===== config.mk =====
export PLATFORM = sky130hd
export DESIGN_NAME = pm_sci_ctrl
export DESIGN_NICKNAME = d
export VERILOG_FILES = /design/src/rtl/pm_sci_pkg.sv /design/src/rtl/pm_io_decode.sv /design/src/rtl/pm_timer.sv /design/src/rtl/pm_evt_regs.sv /design/src/rtl/pm_sci_ctrl.sv
export SDC_FILE = /design/constraint.sdc
export NUM_CORES = 1
export LEC_CHECK = 0
export ABC_CLOCK_PERIOD_IN_PS = 2800
export BUFFER_PORTS_ARGS = -buffer_cell sky130_fd_sc_hd__buf_2
export CORE_AREA = 2 2 87 89
export CTS_BUF_LIST = sky130_fd_sc_hd__clkbuf_16
export DETAILED_ROUTE_END_ITERATION = 8
export DIE_AREA = 0 0 89 91
export MAX_ROUTING_LAYER = met4
export PLACE_DENSITY = 0.77
export RECOVER_POWER = 50
export SETUP_SLACK_MARGIN = 0.05
export SLEW_MARGIN = 20
export SYNTH_ARGS = -nofsm -noshare
export SYNTH_HDL_FRONTEND = slang
export SYNTH_HIERARCHICAL = 1
export SYNTH_SLANG_ARGS = --single-unit
export TNS_END_PERCENT = 50

===== constraint.sdc =====
create_clock -name clk -period 2.8 [get_ports clk]
set_input_delay 0.56 -clock clk [delete_from_list [all_inputs] [get_ports clk]]
set_output_delay 0.56 -clock clk [all_outputs]
set_load 0.01 [all_outputs]

===== src/rtl/pm_sci_pkg.sv =====
package pm_sci_pkg;
  localparam int unsigned DATA_W  = 32;
  localparam int unsigned REG_W   = 16;

  // status/enable bit positions shared by both registers
  localparam int unsigned BIT_TMR = 0;
  localparam int unsigned BIT_GLK = 5;
  localparam int unsigned BIT_PWR = 8;
  localparam int unsigned BIT_RTC = 10;

  localparam logic [REG_W-1:0] SRC_MASK =
      (REG_W'(1) << BIT_TMR) | (REG_W'(1) << BIT_GLK) |
      (REG_W'(1) << BIT_PWR) | (REG_W'(1) << BIT_RTC);

  // dword slots within the window
  localparam int unsigned SLOT_EVT = 0;
  localparam int unsigned SLOT_CTL = 1;
  localparam int unsigned SLOT_TMR = 2;

  typedef enum logic [1:0] {
    SEL_NONE,
    SEL_EVT,
    SEL_CTL,
    SEL_TMR
  } pm_sel_e;
endpackage


===== src/rtl/pm_io_decode.sv =====
module pm_io_decode
  import pm_sci_pkg::*;
#(
  parameter int unsigned ADDR_W    = 16,
  parameter int unsigned WIN_BYTES = 64
) (
  input  logic [ADDR_W-1:0] base_i,
  input  logic              win_en_i,
  input  logic [ADDR_W-1:0] addr_i,
  input  logic              rd_i,
  input  logic              wr_i,
  output logic              rd_hit_o,
  output logic              wr_hit_o,
  output pm_sel_e           sel_o
);
  localparam int unsigned OFS_W  = $clog2(WIN_BYTES);
  localparam int unsigned SLOT_W = OFS_W - 2;

  logic              in_win;
  logic [SLOT_W-1:0] slot;
  logic [1:0]        unused_lsb;

  assign unused_lsb = addr_i[1:0];

  always_comb begin
    in_win   = win_en_i && (addr_i[ADDR_W-1:OFS_W] == base_i[ADDR_W-1:OFS_W]);
    slot     = addr_i[OFS_W-1:2];
    rd_hit_o = in_win && rd_i;
    wr_hit_o = in_win && wr_i;
    if (!in_win)                         sel_o = SEL_NONE;
    else if (slot == SLOT_W'(SLOT_EVT))  sel_o = SEL_EVT;
    else if (slot == SLOT_W'(SLOT_CTL))  sel_o = SEL_CTL;
    else if (slot == SLOT_W'(SLOT_TMR))  sel_o = SEL_TMR;
    else                                 sel_o = SEL_NONE;
  end
endmodule


===== src/rtl/pm_timer.sv =====
module pm_timer #(
  parameter int unsigned TMR_W = 24
) (
  input  logic             clk,
  input  logic             rst_n,
  input  logic             tick_i,
  output logic [TMR_W-1:0] cnt_o,
  output logic             msb_flip_o
);
  logic [TMR_W-1:0] cnt_q, cnt_d;

  always_comb begin
    cnt_d      = tick_i ? cnt_q + TMR_W'(1) : cnt_q;
    msb_flip_o = tick_i && (&cnt_q[TMR_W-2:0]);
  end

  always_ff @(posedge clk or negedge rst_n) begin
    if (!rst_n) cnt_q <= '0;
    else        cnt_q <= cnt_d;
  end

  assign cnt_o = cnt_q;
endmodule


===== src/rtl/pm_evt_regs.sv =====
module pm_evt_regs
  import pm_sci_pkg::*;
(
  input  logic              clk,
  input  logic              rst_n,
  input  logic              wr_i,
  input  logic [3:0]        be_i,
  input  logic [DATA_W-1:0] wdata_i,
  input  logic              evt_pwr_i,
  input  logic              evt_rtc_i,
  input  logic              evt_glk_i,
  input  logic              tmr_flip_i,
  output logic [REG_W-1:0]  sts_o,
  output logic [REG_W-1:0]  en_o,
  output logic              sci_o
);
  logic [REG_W-1:0] sts_q, sts_d, en_q, en_d;
  logic [REG_W-1:0] set_vec, clr_vec;
  logic             tmr_armed;

  always_comb begin
    tmr_armed = en_q[BIT_TMR] && !sts_q[BIT_TMR];
    set_vec   = '0;
    set_vec[BIT_TMR] = tmr_flip_i && tmr_armed;
    set_vec[BIT_GLK] = evt_glk_i;
    set_vec[BIT_PWR] = evt_pwr_i;
    set_vec[BIT_RTC] = evt_rtc_i;

    clr_vec = '0;
    if (wr_i) begin
      if (be_i[0]) clr_vec[7:0]  = wdata_i[7:0];
      if (be_i[1]) clr_vec[15:8] = wdata_i[15:8];
    end
    sts_d = ((sts_q & ~clr_vec) | set_vec) & SRC_MASK;

    en_d = en_q;
    if (wr_i) begin
      if (be_i[2]) en_d[7:0]  = wdata_i[23:16];
      if (be_i[3]) en_d[15:8] = wdata_i[31:24];
    end
  end

  always_ff @(posedge clk or negedge rst_n) begin
    if (!rst_n) begin
      sts_q <= '0;
      en_q  <= '0;
    end else begin
      sts_q <= sts_d;
      en_q  <= en_d;
    end
  end

  assign sts_o = sts_q;
  assign en_o  = en_q;
  assign sci_o = |(sts_q & en_q & SRC_MASK);
endmodule


===== src/rtl/pm_sci_ctrl.sv =====
module pm_sci_ctrl
  import pm_sci_pkg::*;
#(
  parameter int unsigned ADDR_W    = 16,
  parameter int unsigned WIN_BYTES = 64,
  parameter int unsigned TMR_W     = 24
) (
  input  logic        clk,
  input  logic        rst_n,
  input  logic [31:0] cfg_pmbase_i,
  input  logic [7:0]  cfg_pmctl_i,
  input  logic [15:0] io_addr_i,
  input  logic        io_rd_i,
  input  logic        io_wr_i,
  input  logic [3:0]  io_be_i,
  input  logic [31:0] io_wdata_i,
  output logic [31:0] io_rdata_o,
  output logic        io_claim_o,
  input  logic        tmr_tick_i,
  input  logic        evt_pwrbtn_i,
  input  logic        evt_rtc_i,
  input  logic        evt_glock_i,
  output logic        sci_o
);
  // reset: asserted asynchronously, released on a clock edge
  logic [1:0] rst_pipe_q;
  logic       rst_sync_n;

  always_ff @(posedge clk or negedge rst_n) begin
    if (!rst_n) rst_pipe_q <= '0;
    else        rst_pipe_q <= {rst_pipe_q[0], 1'b1};
  end
  assign rst_sync_n = rst_pipe_q[1];

  logic              rd_hit, wr_hit;
  pm_sel_e           sel;
  logic              wr_evt, wr_ctl;
  logic [REG_W-1:0]  sts, en_r;
  logic [TMR_W-1:0]  tmr_cnt;
  logic              tmr_flip;
  logic [REG_W-1:0]  ctl_q, ctl_d;
  logic [DATA_W-1:0] tmr_ext, rd_mux;
  logic              unused_cfg;

  assign unused_cfg = ^{cfg_pmbase_i[31:ADDR_W], cfg_pmctl_i[7:1], io_wdata_i[31:16]};

  pm_io_decode #(
    .ADDR_W    (ADDR_W),
    .WIN_BYTES (WIN_BYTES)
  ) u_dec (
    .base_i   (cfg_pmbase_i[ADDR_W-1:0]),
    .win_en_i (cfg_pmctl_i[0]),
    .addr_i   (io_addr_i[ADDR_W-1:0]),
    .rd_i     (io_rd_i),
    .wr_i     (io_wr_i),
    .rd_hit_o (rd_hit),
    .wr_hit_o (wr_hit),
    .sel_o    (sel)
  );

  assign wr_evt = wr_hit && (sel == SEL_EVT);
  assign wr_ctl = wr_hit && (sel == SEL_CTL);

  pm_timer #(.TMR_W(TMR_W)) u_tmr (
    .clk        (clk),
    .rst_n      (rst_sync_n),
    .tick_i     (tmr_tick_i),
    .cnt_o      (tmr_cnt),
    .msb_flip_o (tmr_flip)
  );

  pm_evt_regs u_evt (
    .clk        (clk),
    .rst_n      (rst_sync_n),
    .wr_i       (wr_evt),
    .be_i       (io_be_i),
    .wdata_i    (io_wdata_i),
    .evt_pwr_i  (evt_pwrbtn_i),
    .evt_rtc_i  (evt_rtc_i),
    .evt_glk_i  (evt_glock_i),
    .tmr_flip_i (tmr_flip),
    .sts_o      (sts),
    .en_o       (en_r),
    .sci_o      (sci_o)
  );

  // control register next state
  always_comb begin
    ctl_d = ctl_q;
    if (wr_ctl) begin
      if (io_be_i[0]) ctl_d[7:0]  = io_wdata_i[7:0];
      if (io_be_i[1]) ctl_d[15:8] = io_wdata_i[15:8];
    end
  end

  always_ff @(posedge clk or negedge rst_sync_n) begin
    if (!rst_sync_n) ctl_q <= '0;
    else             ctl_q <= ctl_d;
  end

  // read path
  always_comb begin
    tmr_ext = '0;
    tmr_ext[TMR_W-1:0] = tmr_cnt;
    unique case (sel)
      SEL_EVT: rd_mux = {en_r, sts};
      SEL_CTL: rd_mux = {{(DATA_W-REG_W){1'b0}}, ctl_q};
      SEL_TMR: rd_mux = tmr_ext;
      default: rd_mux = '0;
    endcase
    io_claim_o = rd_hit;
    io_rdata_o = rd_hit ? rd_mux : '0;
  end
endmodule


# == Yosys cells after proc, flatten, opt, wreduce, memory -nomap -nowiden ==
# Index checks and enable logic that the tools add are counted.
# word_totals
elab_cells,43
out_inout_bits,34
reg_bits,62
# classes
n_eq_ne,6
reduce_logical,16
bitwise,4
mux,9
n_addsub,1
# op_table
cell,n
32-bit case mux with 3 select lines,1
32-bit two-way mux,1
"24-bit by 1-bit adder with 24-bit output, second input constant",1
23-bit AND reduction,1
11-bit bitwise AND,2
11-bit two-way mux,1
11-bit NOT,1
11-bit OR,1
10-bit == test,1
1-bit logical AND,8
2-bit two-way mux,4
8-bit two-way mux,1
2-bit AND reduction,4
"2-bit == test, second input constant",2
"4-bit by 1-bit == test with 1-bit output, second input constant",1
"4-bit by 2-bit == test with 1-bit output, second input constant",1
4-bit logical NOT,1
4-bit OR reduction,1
3-bit two-way mux,1
"2-bit by 1-bit == test with 1-bit output, second input constant",1
1-bit logical NOT,1

# == Depth between registers and ports, before layout ==
# Gate-level depths: netlist of the first run.
# depth
word_depth,11
depth_mapped,9
depth_no_buf,6

# == By module ==
# The synthesis of the first run kept the hierarchy.
# by_module_without_submodules
mod,seq_area_each_um2,cells_per_inst,area_each_um2,instances
pm_sci_ctrl,450.4,123,1300.0,1
pm_timer,600.6,97,1083.5,1
pm_evt_regs,500.5,63,885.8,1
pm_io_decode,0.0,25,175.2,1

# == Worst setup path before layout of the first run ==
# OpenSTA, ideal clock, no wires.
# synth_timing
path_kind,input to output
from,input port cfg_pmbase_i[6]
to,output port io_rdata_o[10]
t_arrival_ps,2296
cell_stages,6
n_path_buf,1
t_required_ps,2240
slack_ps,-56
cell_sequence,xnor2_1 -> nand2_1 -> nor4_1 -> inv_1 -> clkbuf_1 -> a211oi_1
# synth_via
elab_cells_between_ends,9
classes_between,4 x eq/ne; 3 x mux; 2 x reduce/logical
# synth_rtl
item,line,source
start: declaration,pm_sci_ctrl.sv:10,"input logic [31:0] cfg_pmbase_i,"
10-bit == test,pm_io_decode.sv:26,in_win = win_en_i && (addr_i[ADDR_W-1:OFS_W] == base_i[ADDR_W-1:OFS_W]);
1-bit logical AND,pm_io_decode.sv:26,
1-bit logical AND,pm_io_decode.sv:28,rd_hit_o = in_win && rd_i;
named net io_claim_o,pm_sci_ctrl.sv:18,"output logic io_claim_o,"
32-bit two-way mux,pm_sci_ctrl.sv:112,io_rdata_o = rd_hit ? rd_mux : '0;
end: declaration,pm_sci_ctrl.sv:17,"output logic [31:0] io_rdata_o,"
# The timed path passes the listed nets, and every way through them passes these cells.

# == Worst setup path in the final report of the first run ==
# layout_timing
from,input port cfg_pmbase_i[14]
to,output port io_rdata_o[4]
# layout_via
elab_chain_cells,6
elab_cells_between_ends,9
classes_between,4 x eq/ne; 3 x mux; 2 x reduce/logical
# layout_rtl
item,line,source
10-bit == test *,pm_io_decode.sv:26,
1-bit logical AND *,pm_io_decode.sv:26,
2-bit two-way mux *,pm_io_decode.sv:30,if (!in_win) sel_o = SEL_NONE;
named net sel[0],pm_sci_ctrl.sv:36,pm_sel_e sel;
2-bit == test / 2-bit by 1-bit == test with 1-bit output (equally long branches),pm_sci_ctrl.sv:105,unique case (sel)
32-bit case mux with 3 select lines *,pm_sci_ctrl.sv:105,
32-bit two-way mux *,pm_sci_ctrl.sv:112,
# The timed path passes the listed nets; every way through them passes the cells marked *.

==> results of run 1 <==
-- flip-flops by register name (all words and copies together), names as in the netlist --
name and cells:
u_evt/sts_o 4, u_evt/en_o 16, rst_pipe_q 2, ctl_q 16, u_tmr/cnt_o 24
-- area by class of cell --
class | count | share of cell area
inverter | 5 | 0.00390
timing repair buffer | 144 | 0.195
clock buffer | 9 | 0.0468
multi-input combinational | 228 | 0.395
clock inverter | 7 | 0.0120
tap | 99 | 0.0257
sequential | 62 | 0.322
-- worst max path at each step --
stage	start	end	slack, ns	depth (start not counted)
detailed placement	cfg_pmbase_i[9]	io_rdata_o[6]	-0.11	9
CTS	cfg_pmbase_i[11]	io_rdata_o[13]	0.04	10
floorplan	cfg_pmbase_i[6]	io_rdata_o[10]	0.15	6
global placement	cfg_pmbase_i[9]	io_rdata_o[11]	-0.08	9
global route	cfg_pmbase_i[14]	io_rdata_o[5]	-0.12	10
finish	cfg_pmbase_i[14]	io_rdata_o[4]	-0.05	10
-- worst register-to-register path: cells and delay by family (launching register included) --
kind,cells,cell delay [ns]
compound gates,2,0.31
simple gates,3,1.14
fa+ha+maj,1,0.26
flops,1,0.44
-- synthesized netlist by cell type, drive strengths merged --
cell | count | share of area
or4 | 2 | 0.0054
conb | 2 | 0.0022
a21oi | 17 | 0.025
nor3 | 3 | 0.0044
xor2 | 10 | 0.025
or2 | 1 | 0.0018
mux2 | 33 | 0.11
and3 | 1 | 0.0018
nand4 | 13 | 0.025
xnor2 | 24 | 0.061
a22oi | 2 | 0.0044
ha | 1 | 0.0036
a211oi | 16 | 0.035
inv | 5 | 0.0054
clkbuf | 2 | 0.0022
and3b | 2 | 0.0051
nand2 | 14 | 0.020
mux2i | 24 | 0.070
a41oi | 1 | 0.0025
and2 | 8 | 0.015
nand3 | 13 | 0.019
nand4b | 3 | 0.016
nor4 | 8 | 0.015
a21o | 3 | 0.0065
buf | 22 | 0.052
nor2 | 16 | 0.017
dfrtp | 62 | 0.45
-- logic make-up after synthesis --
logic type                 share of synthesized area
buffers and inverters                         0.0592
other                                        0.00218
AOI/OAI and AO/OA                             0.0730
muxes                                          0.180
DFF                                            0.450
and+or+nand+nor                                0.145
xor gates and xnor gates                      0.0864
adders and majority gates                    0.00363
-- repair_timing --
| action | in CTS | in global routing |
|---|---|---|
| pin swaps | 9 | 16 |
| hold buffers | 0 | 0 |
| gates resized for setup | 8 | 26 |
| setup endpoints to repair | 26 | 32 |
| gates cloned | 1 | 4 |
| setup buffers | 9 | 5 |
-- per-stage QoR --
stage                     setup slack, ns  setup TNS [ns]  hold WS [ns]
final                             -0.0517          -0.116       0.00668
after CTS                          0.0412               0      0.000689
after global placement            -0.0830          -0.592         0.136
after floorplan                     0.153               0         0.264
after detailed placement           -0.106           -1.14         0.140
after global routing               -0.117           -1.03       0.00534
-- routing by layer --
| layer | vias to the layer above | track usage | share of wire |
|---|---|---|---|
| met5 | - | - | 0 |
| met2 | 104 | 0.344 | 0.50 |
| li1 | 1374 | - | - |
| met3 | 14 | 0.0236 | 0.061 |
| met4 | 0 | 0.0945 | 0.019 |
| met1 | 1439 | 0.276 | 0.42 |
-- report_power, final --
group | switching, mW | leakage [nW] | internal (mW)
clock network | 0.376 | 0.143 | 0.673
logic | 0.121 | 1.38 | 0.128
registers | 0.0900 | 0.824 | 0.948
total | 0.587 | 2.35 | 1.75
==> impl_metrics.prom, run 1 <==
# TYPE chip_impl_metric gauge
chip_impl_info{name="result_of_the_run",value="finished, violations left"} 1
chip_impl_info{name="failed_checks",value="negative setup slack"} 1
chip_impl_metric{name="detail-route-antenna-nets",unit=""} 0
chip_impl_info{name="worst_hold_path_type",value="input port to asynchronous set/reset pin"} 1
chip_impl_metric{name="cts_sinks",unit=""} 62
chip_impl_metric{name="cp.buffers_inverters",unit=""} 5
chip_impl_metric{name="largest_net_degree_at_the_start_of_global_routing",unit=""} 28
chip_impl_info{name="layout_commonest_cell",value="sky130_fd_sc_hd__buf_2"} 1
chip_impl_info{name="clockRootBuffer",value="sky130_fd_sc_hd__clkbuf_16"} 1
chip_impl_metric{name="post-route-min-period",unit="ns"} 2.85
chip_impl_metric{name="instances_no_fill",unit=""} 554
chip_impl_info{name="clock_tree_from_tritoncts",value="done"} 1
chip_impl_metric{name="dr_total_vias",unit=""} 2931
chip_impl_metric{name="gp_congestion",unit=""} 0.945
chip_impl_metric{name="ys_ff_latch",unit=""} 62
chip_impl_metric{name="worst_pin_slew",unit="ns"} 1.47
chip_impl_metric{name="final_cell_utilization_of_the_core",unit=""} 0.675
chip_impl_metric{name="maxSlewHeadroom",unit=""} 0.0207
chip_impl_metric{name="dieWidth",unit="um"} 89
chip_impl_metric{name="postSynthAreaPerCell",unit="um2"} 11.2
chip_impl_metric{name="post-route-cell-area",unit="mm2"} 0.00482
chip_impl_metric{name="seqCellArea",unit="mm2"} 0.00155
chip_impl_metric{name="initial_core_util",unit=""} 0.483
chip_impl_metric{name="antenna_found_initial",unit=""} 0
chip_impl_metric{name="finalCritPeriodShare",unit=""} 1.02
chip_impl_metric{name="final_wirelength",unit="um"} 9310
chip_impl_metric{name="grt_util_all_layers",unit=""} 0.216
chip_impl_metric{name="core_area",unit="mm2"} 0.00714
chip_impl_metric{name="detailed_place_hpwl",unit="um"} 6140
chip_impl_metric{name="dp_cells",unit=""} 519
chip_impl_info{name="layout.cells.most_common_list",value="sky130_fd_sc_hd__buf_2, sky130_fd_sc_hd__dfrtp_1, sky130_fd_sc_hd__mux2_2"} 1
chip_impl_metric{name="drt_first_iter_violations",unit=""} 131
chip_impl_metric{name="timing_max_transition_violations_final",unit=""} 0
chip_impl_metric{name="setup_viol",unit=""} 5
chip_impl_metric{name="total_power",unit="mW"} 2.34
chip_impl_metric{name="multi_input_area",unit="mm2"} 0.00190
chip_impl_metric{name="areaGrowthSynthToFinish",unit="%"} 39.8
chip_impl_metric{name="grt_pass1_vias",unit=""} 2828
chip_impl_metric{name="setup.reg_to_reg.worst_slack",unit="ns"} 0.55
chip_impl_info{name="unrepaired_setup_endpoints_after_global_routing",value="yes"} 1
chip_impl_metric{name="required",unit="ns"} 2.24
chip_impl_metric{name="max_freq",unit="GHz"} 0.351
chip_impl_metric{name="peakVddDrop",unit="uV"} 286
chip_impl_metric{name="power.density_cell_area",unit="mW/mm2"} 485
chip_impl_info{name="critical-path-slowest-cell",value="sky130_fd_sc_hd__a211oi_1"} 1
chip_impl_metric{name="max-clock-path-buffers",unit=""} 2
chip_impl_metric{name="layout.filler_cells",unit=""} 570
chip_impl_info{name="crit_path_start_kind",value="input port"} 1
chip_impl_info{name="worst_r2r_endpoint",value="u_evt/sts_o[0]"} 1
chip_impl_metric{name="cts_made_buffers",unit=""} 9
chip_impl_metric{name="seq_area_frac_synth",unit=""} 0.450
chip_impl_metric{name="critical_path.max_stage_delay",unit="ns"} 0.25
chip_impl_info{name="worst_setup_path_end_kind",value="primary output"} 1
chip_impl_metric{name="worst_skew",unit="ns"} 0.00496
chip_impl_metric{name="finish.net_count",unit=""} 551
chip_impl_metric{name="timing.reg2reg.worst_path_depth",unit=""} 6
chip_impl_metric{name="detailedRoute.firstPassIterationCount",unit=""} 4
chip_impl_info{name="crit_path_cell_trace",value="buf_2 > xnor2_2 > nand4_1 > buf_4 > nor4_4 > buf_4 > clkbuf_16 > mux2i_1 > a211oi_1 > buf_2"} 1
chip_impl_metric{name="post_synth_instance_area",unit="mm2"} 0.00344
chip_impl_metric{name="floorplan.die_area",unit="mm2"} 0.00810
chip_impl_metric{name="path_clk_slew",unit="ns"} 0.05
chip_impl_info{name="critical_path_s_top_delay_family",value="buffers and inverters"} 1
chip_impl_metric{name="drive_gt1_frac",unit=""} 0.477
chip_impl_metric{name="num_antenna_cells",unit=""} 0
chip_impl_metric{name="io_buffers",unit=""} 102
chip_impl_metric{name="hold_violations",unit=""} 0
chip_impl_metric{name="cts_htree_levels",unit=""} 3
chip_impl_metric{name="wl_per_cell",unit="um"} 16.8
chip_impl_metric{name="num_rows",unit=""} 31
chip_impl_metric{name="arrival",unit="ns"} 2.29
chip_impl_info{name="critical_setup_path_class",value="input port to primary output"} 1
chip_impl_info{name="crit-reg2reg-launch",value="u_tmr/cnt_o[1]"} 1
chip_impl_metric{name="cp_max_fo",unit=""} 8
chip_impl_metric{name="drv.max_cap_violation_count",unit=""} 0
chip_impl_metric{name="post-route-drc-count",unit=""} 0
chip_impl_metric{name="ioPinCount",unit=""} 134
chip_impl_metric{name="ys_warn_count",unit=""} 6
chip_impl_metric{name="synth_cells",unit=""} 308
chip_impl_metric{name="synth_cell_types",unit=""} 35
chip_impl_metric{name="die_h",unit="um"} 91
chip_impl_metric{name="first_pass_grt_wire_length",unit="um"} 13000
chip_impl_metric{name="leakage",unit="nW"} 2.35
chip_impl_metric{name="final_critical_path_setup_slack",unit="ns"} -0.0517
chip_impl_metric{name="clkLatencyLatePin",unit="ns"} 0.33
chip_impl_metric{name="postPlaceCellArea",unit="mm2"} 0.00417
chip_impl_metric{name="post_drt_via_cell_ratio",unit=""} 5.29
chip_impl_metric{name="globalRouteOverflowTotal",unit=""} 0
Note: power is estimated with default switching activity, not from simulation.
==> inputs of run 2 (changes only) <==
Settings changed: RECOVER_POWER 50 to unset.
==> impl_metrics.prom, run 2 (same netlist as run 1, synthesis figures left out) <==
# TYPE chip_impl_metric gauge
chip_impl_info{name="critical_setup_path_class",value="input port to primary output"} 1
chip_impl_metric{name="worst_skew",unit="ns"} 0.00496
chip_impl_metric{name="largest_net_degree_at_the_start_of_global_routing",unit=""} 28
chip_impl_info{name="crit_path_start_kind",value="input port"} 1
chip_impl_info{name="worst_hold_path_type",value="input port to asynchronous set/reset pin"} 1
chip_impl_metric{name="num_antenna_cells",unit=""} 0
chip_impl_metric{name="gp_congestion",unit=""} 0.945
chip_impl_metric{name="finish.net_count",unit=""} 551
chip_impl_metric{name="die_h",unit="um"} 91
chip_impl_metric{name="max_freq",unit="GHz"} 0.351
chip_impl_metric{name="dr_total_vias",unit=""} 2922
chip_impl_metric{name="max-clock-path-buffers",unit=""} 2
chip_impl_metric{name="path_clk_slew",unit="ns"} 0.05
chip_impl_metric{name="detailed_place_hpwl",unit="um"} 6140
chip_impl_info{name="layout.cells.most_common_list",value="sky130_fd_sc_hd__buf_2, sky130_fd_sc_hd__dfrtp_1, sky130_fd_sc_hd__buf_4"} 1
chip_impl_metric{name="leakage",unit="nW"} 2.36
chip_impl_metric{name="first_pass_grt_wire_length",unit="um"} 13000
chip_impl_metric{name="dieWidth",unit="um"} 89
chip_impl_metric{name="finalCritPeriodShare",unit=""} 1.02
chip_impl_metric{name="ioPinCount",unit=""} 134
chip_impl_metric{name="io_buffers",unit=""} 102
chip_impl_metric{name="num_rows",unit=""} 31
chip_impl_metric{name="detail-route-antenna-nets",unit=""} 0
chip_impl_info{name="worst_setup_path_end_kind",value="primary output"} 1
chip_impl_metric{name="drt_first_iter_violations",unit=""} 130
chip_impl_metric{name="floorplan.die_area",unit="mm2"} 0.00810
chip_impl_metric{name="post-route-min-period",unit="ns"} 2.85
chip_impl_metric{name="clkLatencyLatePin",unit="ns"} 0.33
chip_impl_metric{name="setup.reg_to_reg.worst_slack",unit="ns"} 0.55
chip_impl_metric{name="drive_gt1_frac",unit=""} 0.488
chip_impl_info{name="crit-reg2reg-launch",value="u_tmr/cnt_o[1]"} 1
chip_impl_metric{name="areaGrowthSynthToFinish",unit="%"} 40.2
chip_impl_info{name="unrepaired_setup_endpoints_after_global_routing",value="yes"} 1
chip_impl_metric{name="timing.reg2reg.worst_path_depth",unit=""} 6
chip_impl_metric{name="detailedRoute.firstPassIterationCount",unit=""} 4
chip_impl_metric{name="maxSlewHeadroom",unit=""} 0.603
chip_impl_info{name="failed_checks",value="negative setup slack"} 1
chip_impl_metric{name="dp_cells",unit=""} 519
chip_impl_metric{name="cts_made_buffers",unit=""} 9
chip_impl_metric{name="flip_flop_count_of_the_largest_register_after_layout",unit=""} 24
chip_impl_metric{name="core_area",unit="mm2"} 0.00714
chip_impl_metric{name="globalRouteOverflowTotal",unit=""} 0
chip_impl_metric{name="required",unit="ns"} 2.24
chip_impl_info{name="layout_commonest_cell",value="sky130_fd_sc_hd__buf_2"} 1
chip_impl_metric{name="arrival",unit="ns"} 2.29
chip_impl_metric{name="setup_viol",unit=""} 5
chip_impl_metric{name="grt_pass1_vias",unit=""} 2828
chip_impl_metric{name="peakVddDrop",unit="uV"} 285
chip_impl_metric{name="instances_no_fill",unit=""} 554
chip_impl_metric{name="cts_sinks",unit=""} 62
chip_impl_metric{name="wl_per_cell",unit="um"} 16.8
chip_impl_metric{name="power.density_cell_area",unit="mW/mm2"} 484
chip_impl_metric{name="grt_util_all_layers",unit=""} 0.216
chip_impl_info{name="clockRootBuffer",value="sky130_fd_sc_hd__clkbuf_16"} 1
chip_impl_metric{name="final_wirelength",unit="um"} 9310
chip_impl_metric{name="cp_max_fo",unit=""} 8
chip_impl_metric{name="cts_htree_levels",unit=""} 3
chip_impl_metric{name="cts.hold.buffers_added",unit=""} 0
chip_impl_metric{name="post-route-drc-count",unit=""} 0
chip_impl_metric{name="drv.max_cap_violation_count",unit=""} 0
chip_impl_metric{name="worst_pin_slew",unit="ns"} 0.590
chip_impl_info{name="worst_r2r_endpoint",value="u_evt/sts_o[0]"} 1
chip_impl_metric{name="final_cell_utilization_of_the_core",unit=""} 0.677
chip_impl_metric{name="timing_max_transition_violations_final",unit=""} 0
chip_impl_info{name="clock_tree_from_tritoncts",value="done"} 1
chip_impl_metric{name="post_drt_via_cell_ratio",unit=""} 5.27
chip_impl_metric{name="hold_violations",unit=""} 0
chip_impl_metric{name="antenna_found_initial",unit=""} 0
chip_impl_metric{name="final_critical_path_setup_slack",unit="ns"} -0.0517
chip_impl_metric{name="initial_core_util",unit=""} 0.483
chip_impl_info{name="result_of_the_run",value="finished, violations left"} 1
-- run 2: cell count changes in the layout (fill, tap and decap cells not counted), sizes merged --
cell and delta:
buf +4, clkbuf -4
-- run 2: per-stage QoR --
step                setup TNS (ns)  worst slack, ns  hold WS [ns]  total power [mW]  area (um2)
global placement            -0.592          -0.0830         0.136              1.24        4170
floorplan                        0            0.153         0.264              1.15        3490
finish                      -0.116          -0.0517       0.00808              2.34        4830
CTS                              0           0.0412      0.000689              2.31        4570
detailed placement           -1.14           -0.106         0.140              1.25        4170
global route                 -1.03           -0.117      0.000154              2.44        4830
-- run 2: power breakdown --
part	internal [mW]	total, mW	switching (mW)
registers	0.948	1.04	0.0900
clock network	0.673	1.05	0.377
logic	0.129	0.250	0.121
total	1.75	2.34	0.587
-- run 2: critical path, stage by stage --
cell and delay, ns:
sky130_fd_sc_hd__buf_2 0.12, sky130_fd_sc_hd__xnor2_2 0.19, sky130_fd_sc_hd__nand4_1 0.17, sky130_fd_sc_hd__buf_4 0.18
sky130_fd_sc_hd__nor4_4 0.19, sky130_fd_sc_hd__buf_4 0.21, sky130_fd_sc_hd__clkbuf_16 0.16, sky130_fd_sc_hd__mux2i_1 0.09
sky130_fd_sc_hd__a211oi_1 0.25, sky130_fd_sc_hd__buf_2 0.16
-- run 2: worst max path at each step --
stage / from / endpoint / slack, ns / depth (start not counted)
floorplan: cfg_pmbase_i[6] / io_rdata_o[10] / 0.15 / 6
global placement: cfg_pmbase_i[9] / io_rdata_o[11] / -0.08 / 9
detailed placement: cfg_pmbase_i[9] / io_rdata_o[6] / -0.11 / 9
CTS: cfg_pmbase_i[11] / io_rdata_o[13] / 0.04 / 10
global route: cfg_pmbase_i[14] / io_rdata_o[5] / -0.12 / 10
finish: cfg_pmbase_i[14] / io_rdata_o[4] / -0.05 / 10
-- run 2: repair_timing --
action | CTS | global route
setup buffers | 9 | 5
setup endpoints to repair | 26 | 32
gates cloned | 1 | 4
gates resized for setup | 8 | 26
pin swaps | 9 | 16
-- run 2: cell type report --
class                   count  area, um2
clock buffers               9        225
clock inverters             7       57.6
fillers                   570       2310
inverters                   5       18.8
multi-input cells         228       1900
flip-flops and latches     62       1550
well taps                  99        124
repair buffers            144        951
-- run 2: metal layers --
layer | global-route usage | wire [um] | up-vias
met1 | 0.276 | 3900 | 1430
met5 | - | 0 | -
met4 | 0.0945 | 174 | 0
li1 | - | - | 1374
met2 | 0.344 | 4660 | 104
met3 | 0.0236 | 568 | 14
